===== config.mk =====
export PLATFORM = sky130hd
export DESIGN_NAME = vclk_div
export DESIGN_NICKNAME = d
export VERILOG_FILES = /design/src/rtl/vclk_pkg.sv /design/src/rtl/vclk_sw_reset.sv /design/src/rtl/vclk_cfg_hold.sv /design/src/rtl/vclk_phase_cnt.sv /design/src/rtl/vclk_div.sv
export SDC_FILE = /design/constraint.sdc
export NUM_CORES = 1
export LEC_CHECK = 0
export BUFFER_PORTS_ARGS = -buffer_cell sky130_fd_sc_hd__buf_2
export CAP_MARGIN = 15
export CORE_AREA = 5 5 42 44
export CTS_BUF_LIST = sky130_fd_sc_hd__clkbuf_4 sky130_fd_sc_hd__clkbuf_8 sky130_fd_sc_hd__clkbuf_16
export CTS_CLUSTER_DIAMETER = 120
export DETAILED_ROUTE_END_ITERATION = 10
export DIE_AREA = 0 0 47 49
export SLEW_MARGIN = 20
export SYNTH_ARGS = -nofsm -noshare
export SYNTH_HDL_FRONTEND = slang
export SYNTH_SLANG_ARGS = --single-unit
export TNS_END_PERCENT = 30

===== constraint.sdc =====
create_clock -name clk_i -period 1.8 [get_ports clk_i]
set_clock_uncertainty 0.1 [all_clocks]
set_input_delay 0.09 -clock clk_i [delete_from_list [all_inputs] [get_ports clk_i]]
set_output_delay 0.09 -clock clk_i [all_outputs]
set_load 0.03 [all_outputs]

===== src/rtl/vclk_pkg.sv =====
package vclk_pkg;
  typedef enum logic {
    MODE_FULL = 1'b0,
    MODE_HALF = 1'b1
  } vclk_mode_e;

  localparam int unsigned DIV_MAX_DEF = 4;
  localparam int unsigned RST_CYC_DEF = 4;
endpackage


===== src/rtl/vclk_sw_reset.sv =====
module vclk_sw_reset #(
  parameter int unsigned RST_CYC = 4
) (
  input  logic clk_i,
  input  logic rst_ni,
  input  logic sw_rst_i,
  output logic start_o,
  output logic busy_o,
  output logic done_o
);
  localparam int unsigned HOLD_W = $clog2(RST_CYC + 1);

  logic              sw_q;
  logic [HOLD_W-1:0] hold_q;
  logic              done_q;

  assign start_o = sw_rst_i & ~sw_q;
  assign busy_o  = sw_q | (hold_q != '0);
  assign done_o  = done_q;

  always_ff @(posedge clk_i or negedge rst_ni) begin
    if (!rst_ni) begin
      sw_q   <= 1'b0;
      hold_q <= '0;
      done_q <= 1'b1;
    end else begin
      sw_q <= sw_rst_i;
      if (start_o) begin
        hold_q <= HOLD_W'(RST_CYC);
        done_q <= 1'b0;
      end else if (hold_q != '0) begin
        hold_q <= hold_q - 1'b1;
        if (hold_q == HOLD_W'(1)) done_q <= 1'b1;
      end
    end
  end


  start_clr_chk: assert property (@(posedge clk_i) disable iff (!rst_ni)
    start_o |=> !done_o);


  done_time_chk: assert property (@(posedge clk_i) disable iff (!rst_ni)
    $rose(done_q) |-> $past(hold_q) == HOLD_W'(1));
endmodule


===== src/rtl/vclk_cfg_hold.sv =====
module vclk_cfg_hold
  import vclk_pkg::*;
(
  input  logic       clk_i,
  input  logic       rst_ni,
  input  logic       load_i,
  input  logic       mode_i,
  input  logic       en4x_i,
  output vclk_mode_e mode_o,
  output logic       en4x_o
);
  vclk_mode_e mode_q;
  logic       en_q;

  always_ff @(posedge clk_i or negedge rst_ni) begin
    if (!rst_ni) begin
      mode_q <= MODE_FULL;
      en_q   <= 1'b0;
    end else if (load_i) begin
      mode_q <= vclk_mode_e'(mode_i);
      en_q   <= en4x_i;
    end
  end

  assign mode_o = mode_q;
  assign en4x_o = en_q;


  cfg_boundary_chk: assert property (@(posedge clk_i) disable iff (!rst_ni)
    !$past(load_i) |-> ($stable(mode_q) && $stable(en_q)));
endmodule


===== src/rtl/vclk_phase_cnt.sv =====
module vclk_phase_cnt
  import vclk_pkg::*;
#(
  parameter int unsigned DIV_MAX = 4
) (
  input  logic       clk_i,
  input  logic       rst_ni,
  input  vclk_mode_e mode_i,
  input  logic       en4x_i,
  input  logic       busy_i,
  input  logic       clr_i,
  output logic       load_o,
  output logic       ce4x_o,
  output logic       ce2x_o,
  output logic       ce1x_o
);
  localparam int unsigned CNT_W     = $clog2(DIV_MAX);
  localparam int unsigned FULL_LAST = DIV_MAX - 1;
  localparam int unsigned HALF_LAST = DIV_MAX / 2 - 1;

  logic [CNT_W-1:0] cnt_q;
  logic [CNT_W-1:0] last;
  logic             wrap;
  logic             run;

  assign last   = (mode_i == MODE_HALF) ? CNT_W'(HALF_LAST) : CNT_W'(FULL_LAST);
  assign run    = ~busy_i;
  assign wrap   = run & (cnt_q == last);
  assign load_o = busy_i | clr_i | wrap;

  always_ff @(posedge clk_i or negedge rst_ni) begin
    if (!rst_ni)                   cnt_q <= '0;
    else if (busy_i | clr_i | wrap) cnt_q <= '0;
    else                           cnt_q <= cnt_q + 1'b1;
  end

  // period start is shared by every tap
  assign ce1x_o = run & (cnt_q == '0);
  assign ce4x_o = run & en4x_i;

  generate
    if (DIV_MAX > 2) begin : g_mid_tap
      assign ce2x_o = run & ((mode_i == MODE_HALF) | (cnt_q[CNT_W-2:0] == '0));
    end else begin : g_mid_full
      assign ce2x_o = run;
    end
  endgenerate


  half_range_chk: assert property (@(posedge clk_i) disable iff (!rst_ni)
    (mode_i == MODE_HALF && !busy_i && !$past(load_o)) |-> cnt_q <= CNT_W'(HALF_LAST));
endmodule


===== src/rtl/vclk_div.sv =====
module vclk_div
  import vclk_pkg::*;
#(
  parameter int unsigned DIV_MAX = DIV_MAX_DEF,
  parameter int unsigned RST_CYC = RST_CYC_DEF
) (
  input  logic clk_i,
  input  logic rst_ni,
  input  logic mode_i,
  input  logic en4x_i,
  input  logic sw_rst_i,
  output logic ce4x_o,
  output logic ce2x_o,
  output logic ce1x_o,
  output logic strobe_o,
  output logic cfg_err_o,
  output logic rst_done_o
);
  logic       start, busy, load, act_en;
  vclk_mode_e act_mode;

  vclk_sw_reset #(.RST_CYC(RST_CYC)) i_sw_reset (
    .clk_i    (clk_i),
    .rst_ni   (rst_ni),
    .sw_rst_i (sw_rst_i),
    .start_o  (start),
    .busy_o   (busy),
    .done_o   (rst_done_o)
  );

  vclk_cfg_hold i_cfg_hold (
    .clk_i  (clk_i),
    .rst_ni (rst_ni),
    .load_i (load),
    .mode_i (mode_i),
    .en4x_i (en4x_i),
    .mode_o (act_mode),
    .en4x_o (act_en)
  );

  vclk_phase_cnt #(.DIV_MAX(DIV_MAX)) i_phase_cnt (
    .clk_i  (clk_i),
    .rst_ni (rst_ni),
    .mode_i (act_mode),
    .en4x_i (act_en),
    .busy_i (busy),
    .clr_i  (start),
    .load_o (load),
    .ce4x_o (ce4x_o),
    .ce2x_o (ce2x_o),
    .ce1x_o (ce1x_o)
  );

  assign cfg_err_o = (act_mode == MODE_FULL) & ~act_en;
  assign strobe_o  = ce1x_o & ~cfg_err_o;


  tap_align_chk: assert property (@(posedge clk_i) disable iff (!rst_ni)
    ce1x_o |-> ce2x_o);


  err_no_strobe_chk: assert property (@(posedge clk_i) disable iff (!rst_ni)
    cfg_err_o |-> !strobe_o);


  quiet_in_reset_chk: assert property (@(posedge clk_i) disable iff (!rst_ni)
    busy |-> !(ce4x_o || ce2x_o || ce1x_o || strobe_o));
endmodule


After elaboration in Yosys (flattened, before gate mapping)
Cells that the tools add are included.
Storage, ports and cells
  logic and storage cells: 39
  register bits: 9
  output and inout bits: 6
  input port bits: 5
Operators by class
  reduce and logical (&&, ||, !) cells: 5
  bitwise logic cells: 17
  multiplexer cells: 7
  $add $sub $neg: 2
  equal/unequal tests: 2
Operators by type and width (number)
  $and 1x1->1: 7
  $mux 3: 2
  $not 1->1: 6
  $mux 2: 2
  $or 1x1->1: 4
  $reduce_bool 2->1: 2
  $eq 3x1->1 const B: 1
  $mux 1: 3
  $reduce_bool 3->1: 1
  $sub 3x1->3 const B: 1
  $add 2x1->2 const B: 1
  $eq 2x2->1: 1
  $logic_not 2->1: 1
  $reduce_and 2->1: 1

Depth between registers and ports, before layout
  depth after elaboration: 6
  depth in mapped cells: 5
  gate-level depth less buffers: 5

Modules after synthesis
Synthesis repeated with hierarchy kept, for this count alone.
Second synthesis, totals
  cell total of the unflattened synthesis: 42
  area total of the unflattened synthesis: 474.2 sq um
Modules (own cells, without submodules)
  vclk_sw_reset: sequential area each 126.4 sq um, cells an instance 22, area each 256.5 sq um, times used 1
  vclk_phase_cnt: sequential area each 50.0 sq um, cells an instance 14, area each 133.9 sq um, times used 1
  vclk_cfg_hold: sequential area each 50.0 sq um, cells an instance 4, area each 72.6 sq um, times used 1
  vclk_div: sequential area each 0.0 sq um, cells an instance 2, area each 11.3 sq um, times used 1

Worst setup path after synthesis
No wires, ideal clock.
  path type: flip-flop to output port
  start point: register i_sw_reset.hold_q[0]
  end point: output port strobe_o
  path buffers: 0
  slack: -0.156 ns
  stages on the path, launching flop included: 6
  arrival time: 1.766 ns
  data required time: 1.610 ns
  cell sequence: dfrtp_1 -> inv_1 -> ha_1 -> nor3b_1 -> and2_1 -> nor2b_1
On the way
  cells in the longest elaborated chain, start to end: 5
Ends and longest elaborated chain
  from (decl): line vclk_sw_reset.sv:14  | logic [HOLD_W-1:0] hold_q;
  from (signal assigned): line vclk_sw_reset.sv:29  | hold_q <= HOLD_W'(RST_CYC);
  from (signal assigned): line vclk_sw_reset.sv:32  | hold_q <= hold_q - 1'b1;
  $reduce_bool 3->1: line vclk_sw_reset.sv:18  | assign busy_o = sw_q | (hold_q != '0);
  $or 1x1->1: line vclk_sw_reset.sv:18
  $not 1->1: line vclk_phase_cnt.sv:27  | assign run = ~busy_i;
  $and 1x1->1: line vclk_phase_cnt.sv:38  | assign ce1x_o = run & (cnt_q == '0);
  named net ce1x_o: line vclk_div.sv:14  | output logic ce1x_o,
  $and 1x1->1: line vclk_div.sv:55  | assign strobe_o = ce1x_o & ~cfg_err_o;
  to (decl): line vclk_div.sv:15  | output logic strobe_o,
The timed path passes the listed nets, and every way through them passes these cells.

Final worst setup path
  start point: register i_sw_reset.hold_q[0]
  end point: output port strobe_o
On the way
  cells in the longest elaborated chain, start to end: 5
Ends and longest elaborated chain (line)
  $reduce_bool 3->1: vclk_sw_reset.sv:18
  $or 1x1->1: vclk_sw_reset.sv:18
  $not 1->1: vclk_phase_cnt.sv:27
  $and 1x1->1: vclk_phase_cnt.sv:38
  $and 1x1->1: vclk_div.sv:55
No other way between the ends.

==> summary.md <==
| Metric | Value |
|---|---|
| Starting Density | about a third |
| H-Tree Depth | 1 |
| Worst Setup Path Type | flip-flop to output port |
| Synth Area per Inst | 10.4 um2 |
| Reg2reg start | i_sw_reset.hold_q[0] |
| Drt first pass iters | 2 |
| Pre-CTS WS | roughly 37 ps |
| Layout cells sized above 1 | 44.4% |
| Leakage power total | between 0.0003 and 0.0004 uW |
| Max cap viols | 0 |
| Non-Filler Instances | 88 |
| # fillers | about 130 |
| Gp weighted congestion | 0.762 |
| Post-layout min period | around 1800 ps |
| CP Capture Type | output port |
| Core area | between 1000 and 1500 um2 |
| R2R depth | 5 |
| Tcrit/Tclk final | a little over nine tenths |
| CTS Root Cell | clkbuf_4 |
| I/O pin cnt | 11 |
| WP data required | about 1600 ps |
| Routed WL per cell | ~11 um |
| Worst-Skew Late Latency | 260 ps |
| Post-synthesis cell count | 47 |
| CP Launch Type | flip-flop |
| Count of different cell masters after synthesis | 24 |
| Area Growth Syn to Fin | 54.0% |
| Reg-to-Reg End | i_cfg_hold.en4x_o |
| Dpl cell area | approximately 590 um2 |
| Least-Margin Pin Slew | approximately 400 ps |
| CP Max Fanout | 4 |
| Final ANT Viol Nets | 0 |
| Port bufs | 10 |
| Final worst setup slack | approximately 34 ps |
| Total power | between 1000 and 1500 uW |
| Mapped Area | around 490 um2 |
| Grt total ovfl | 0 |
| Die H | 49 um |
| Outcome | finished clean |
| Mux contribution to synthesized area | 2.31% |
| Synth Area in Adders | 10.3% |
| Placed Cells | 77 |
| Commonest non-fill, non-tap cells in the layout | dfrtp_1 (8), buf_2 (7), nor2_1 (6), buf_4 (6) |
| Yosys warnings | 0 |
| Final hold violations | 0 |
| Synthesis-stage register bit count | 9 |
| NumNets Final | 82 |
| Vias | 419 |
| DRT iter0 DRCs | 6 |
| F_max | approximately 570 MHz |
| Post-Layout Inst Area | 749 um2 |
| Largest family of logic cells by synthesized area | simple AND/OR/NAND/NOR gates |
| Setup crit start | i_sw_reset.hold_q[0] |
| Row count | 14 |
| Setup_tns | 0 ps |
| Most common cell after layout, fill and taps aside | dfrtp_1 |
| CTS tree | yes |
| Global Route Usage Sum | about a tenth |
| Setup crit end | strobe_o |
| Cell area power density | 1340 nW/um2 |
| Die width | around 47 um |
| Register area share after synthesis | about 47% |
| Post-Route WL | 1.01 mm |
| Final Slew Violations | 0 |
| Largest net degree at the start of global routing | 10 |
| Antenna violations before repair | 0 |
| Final setup violation count | 0 |
| Clock-pin slew on the worst setup and hold paths | 60 ps |
| CTS Buf Count | 3 |
| Compound-Gate Fraction of Synth Area | just under 9% |
| Vias in the first global route | ~400 |
| CTS Buffer Depth | 2 |
| Relative slew slack | roughly 73% |
| Post-Synth Simple-Gate Area | around a quarter |
| R2r setup slk | 60 ps |
| Worst hold path type | primary input to async pin |
| N_diodes | 0 |
| RSZ-0062 raised after global routing | yes |
| Via density | ~4.8 |
| Critical Path AT | between 1500 and 2000 ps |
| Worst vdd ir | roughly 0.78 mV |
| Post-synthesis xor/xnor area fraction | roughly 3.6% |
| Sink Count | 9 |
| Mapped Nets | between 50 and 60 |
| DR DRC count | 0 |
| First-pass GRT wire length | 1.70 mm |
| Die area | about 2300 um2 |
[worst min path at each step]
stage,startpoint,endpoint,slack [ps],cells past startpoint
finish,rst_ni,i_sw_reset.hold_q[1],100,2
global route,rst_ni,i_phase_cnt.cnt_q[0],100,2
CTS,rst_ni,i_sw_reset.hold_q[0],90,2
detailed placement,rst_ni,i_sw_reset.hold_q[0],-150,1
global placement,rst_ni,i_sw_reset.hold_q[2],-150,1
floorplan,rst_ni,i_cfg_hold.en4x_o,-310,0
[where the power goes]
part | switching (uW) | internal [uW] | total [uW]
sequential | 53.9 | 259 | 313
clock | 70.0 | 100 | 170
combinational | 232 | 288 | 520
[flip-flops by register name, summed over array words and instances, names as in the netlist]
name / flops
i_cfg_hold.mode_o: 1
i_cfg_hold.en4x_o: 1
i_sw_reset.done_o: 1
i_sw_reset.sw_q: 1
i_sw_reset.hold_q: 3
i_phase_cnt.cnt_q: 2
[critical path: stages, from the launching register on]
cell     delay (ps)
dfrtp_1         380
inv_2            80
ha_4            130
buf_6            90
nor3b_4         200
and2_4          170
nor2b_4         130
buf_6           130
[cell usage after synthesis, drive strengths merged]
master / count / area [um2]
xor2: 1 / 8.76
ha: 4 / 50.1
nor4b: 1 / 8.76
nor3b: 1 / 7.51
mux2: 1 / 11.3
xnor2: 1 / 8.76
dfrtp: 8 / 200
a211o: 1 / 8.76
nor2b: 2 / 12.5
nand2b: 1 / 6.26
nand3: 2 / 10.0
nor2: 6 / 22.5
or4b: 1 / 13.8
and2b: 1 / 7.51
o21ai: 1 / 5.00
nand4: 1 / 6.26
nand2: 1 / 3.75
a21oi: 2 / 13.8
a211oi: 1 / 7.51
and2: 4 / 25.0
dfstp: 1 / 26.3
inv: 4 / 15.0
o21a: 1 / 7.51
[layout make-up]
class / count / area (um2) / share of cell area (%)
inverter: 4 / 15.0 / 2.00
clock buffer: 4 / 30.0 / 4.01
sequential: 9 / 226 / 30.2
timing repair buffer: 21 / 165 / 22.0
tap: 16 / 20.0 / 2.67
multi-input combinational: 34 / 293 / 39.1
[per-stage QoR]
step / hold slack, ps / util, %
6_report: 96.9 / 53.5
5_1_grt: 104 / 53.5
4_1_cts: 94.2 / 49.0
3_5_place_dp: -150 / 42.4
3_3_place_gp: -150 / 42.4
2_1_floorplan: -306 / -
[what timing repair did]
item | CTS | global route
hold buffers | 4 | 0
resized for setup | 7 | 11
endpoints found under the hold margin | 12 | 0
buffers inserted | 0 | 3
pin swaps | 1 | 1
setup endpoints to repair | 4 | 5
[logic make-up after synthesis]
group                      Yosys count
AOI/OAI and AO/OA                    6
xor gates and xnor gates             2
adders and majority gates            4
buffers and inverters                4
DFF                                  9
muxes                                1
and+or+nand+nor                     21
[routing by layer]
metal,global-route usage [%],up-vias,wire [um]
met5,0,-,0
met4,8.29,0,32
met3,2.21,5,57
met2,15.6,12,484
met1,12.2,191,431
li1,-,211,-
Note: power is estimated with default switching activity, not from simulation.
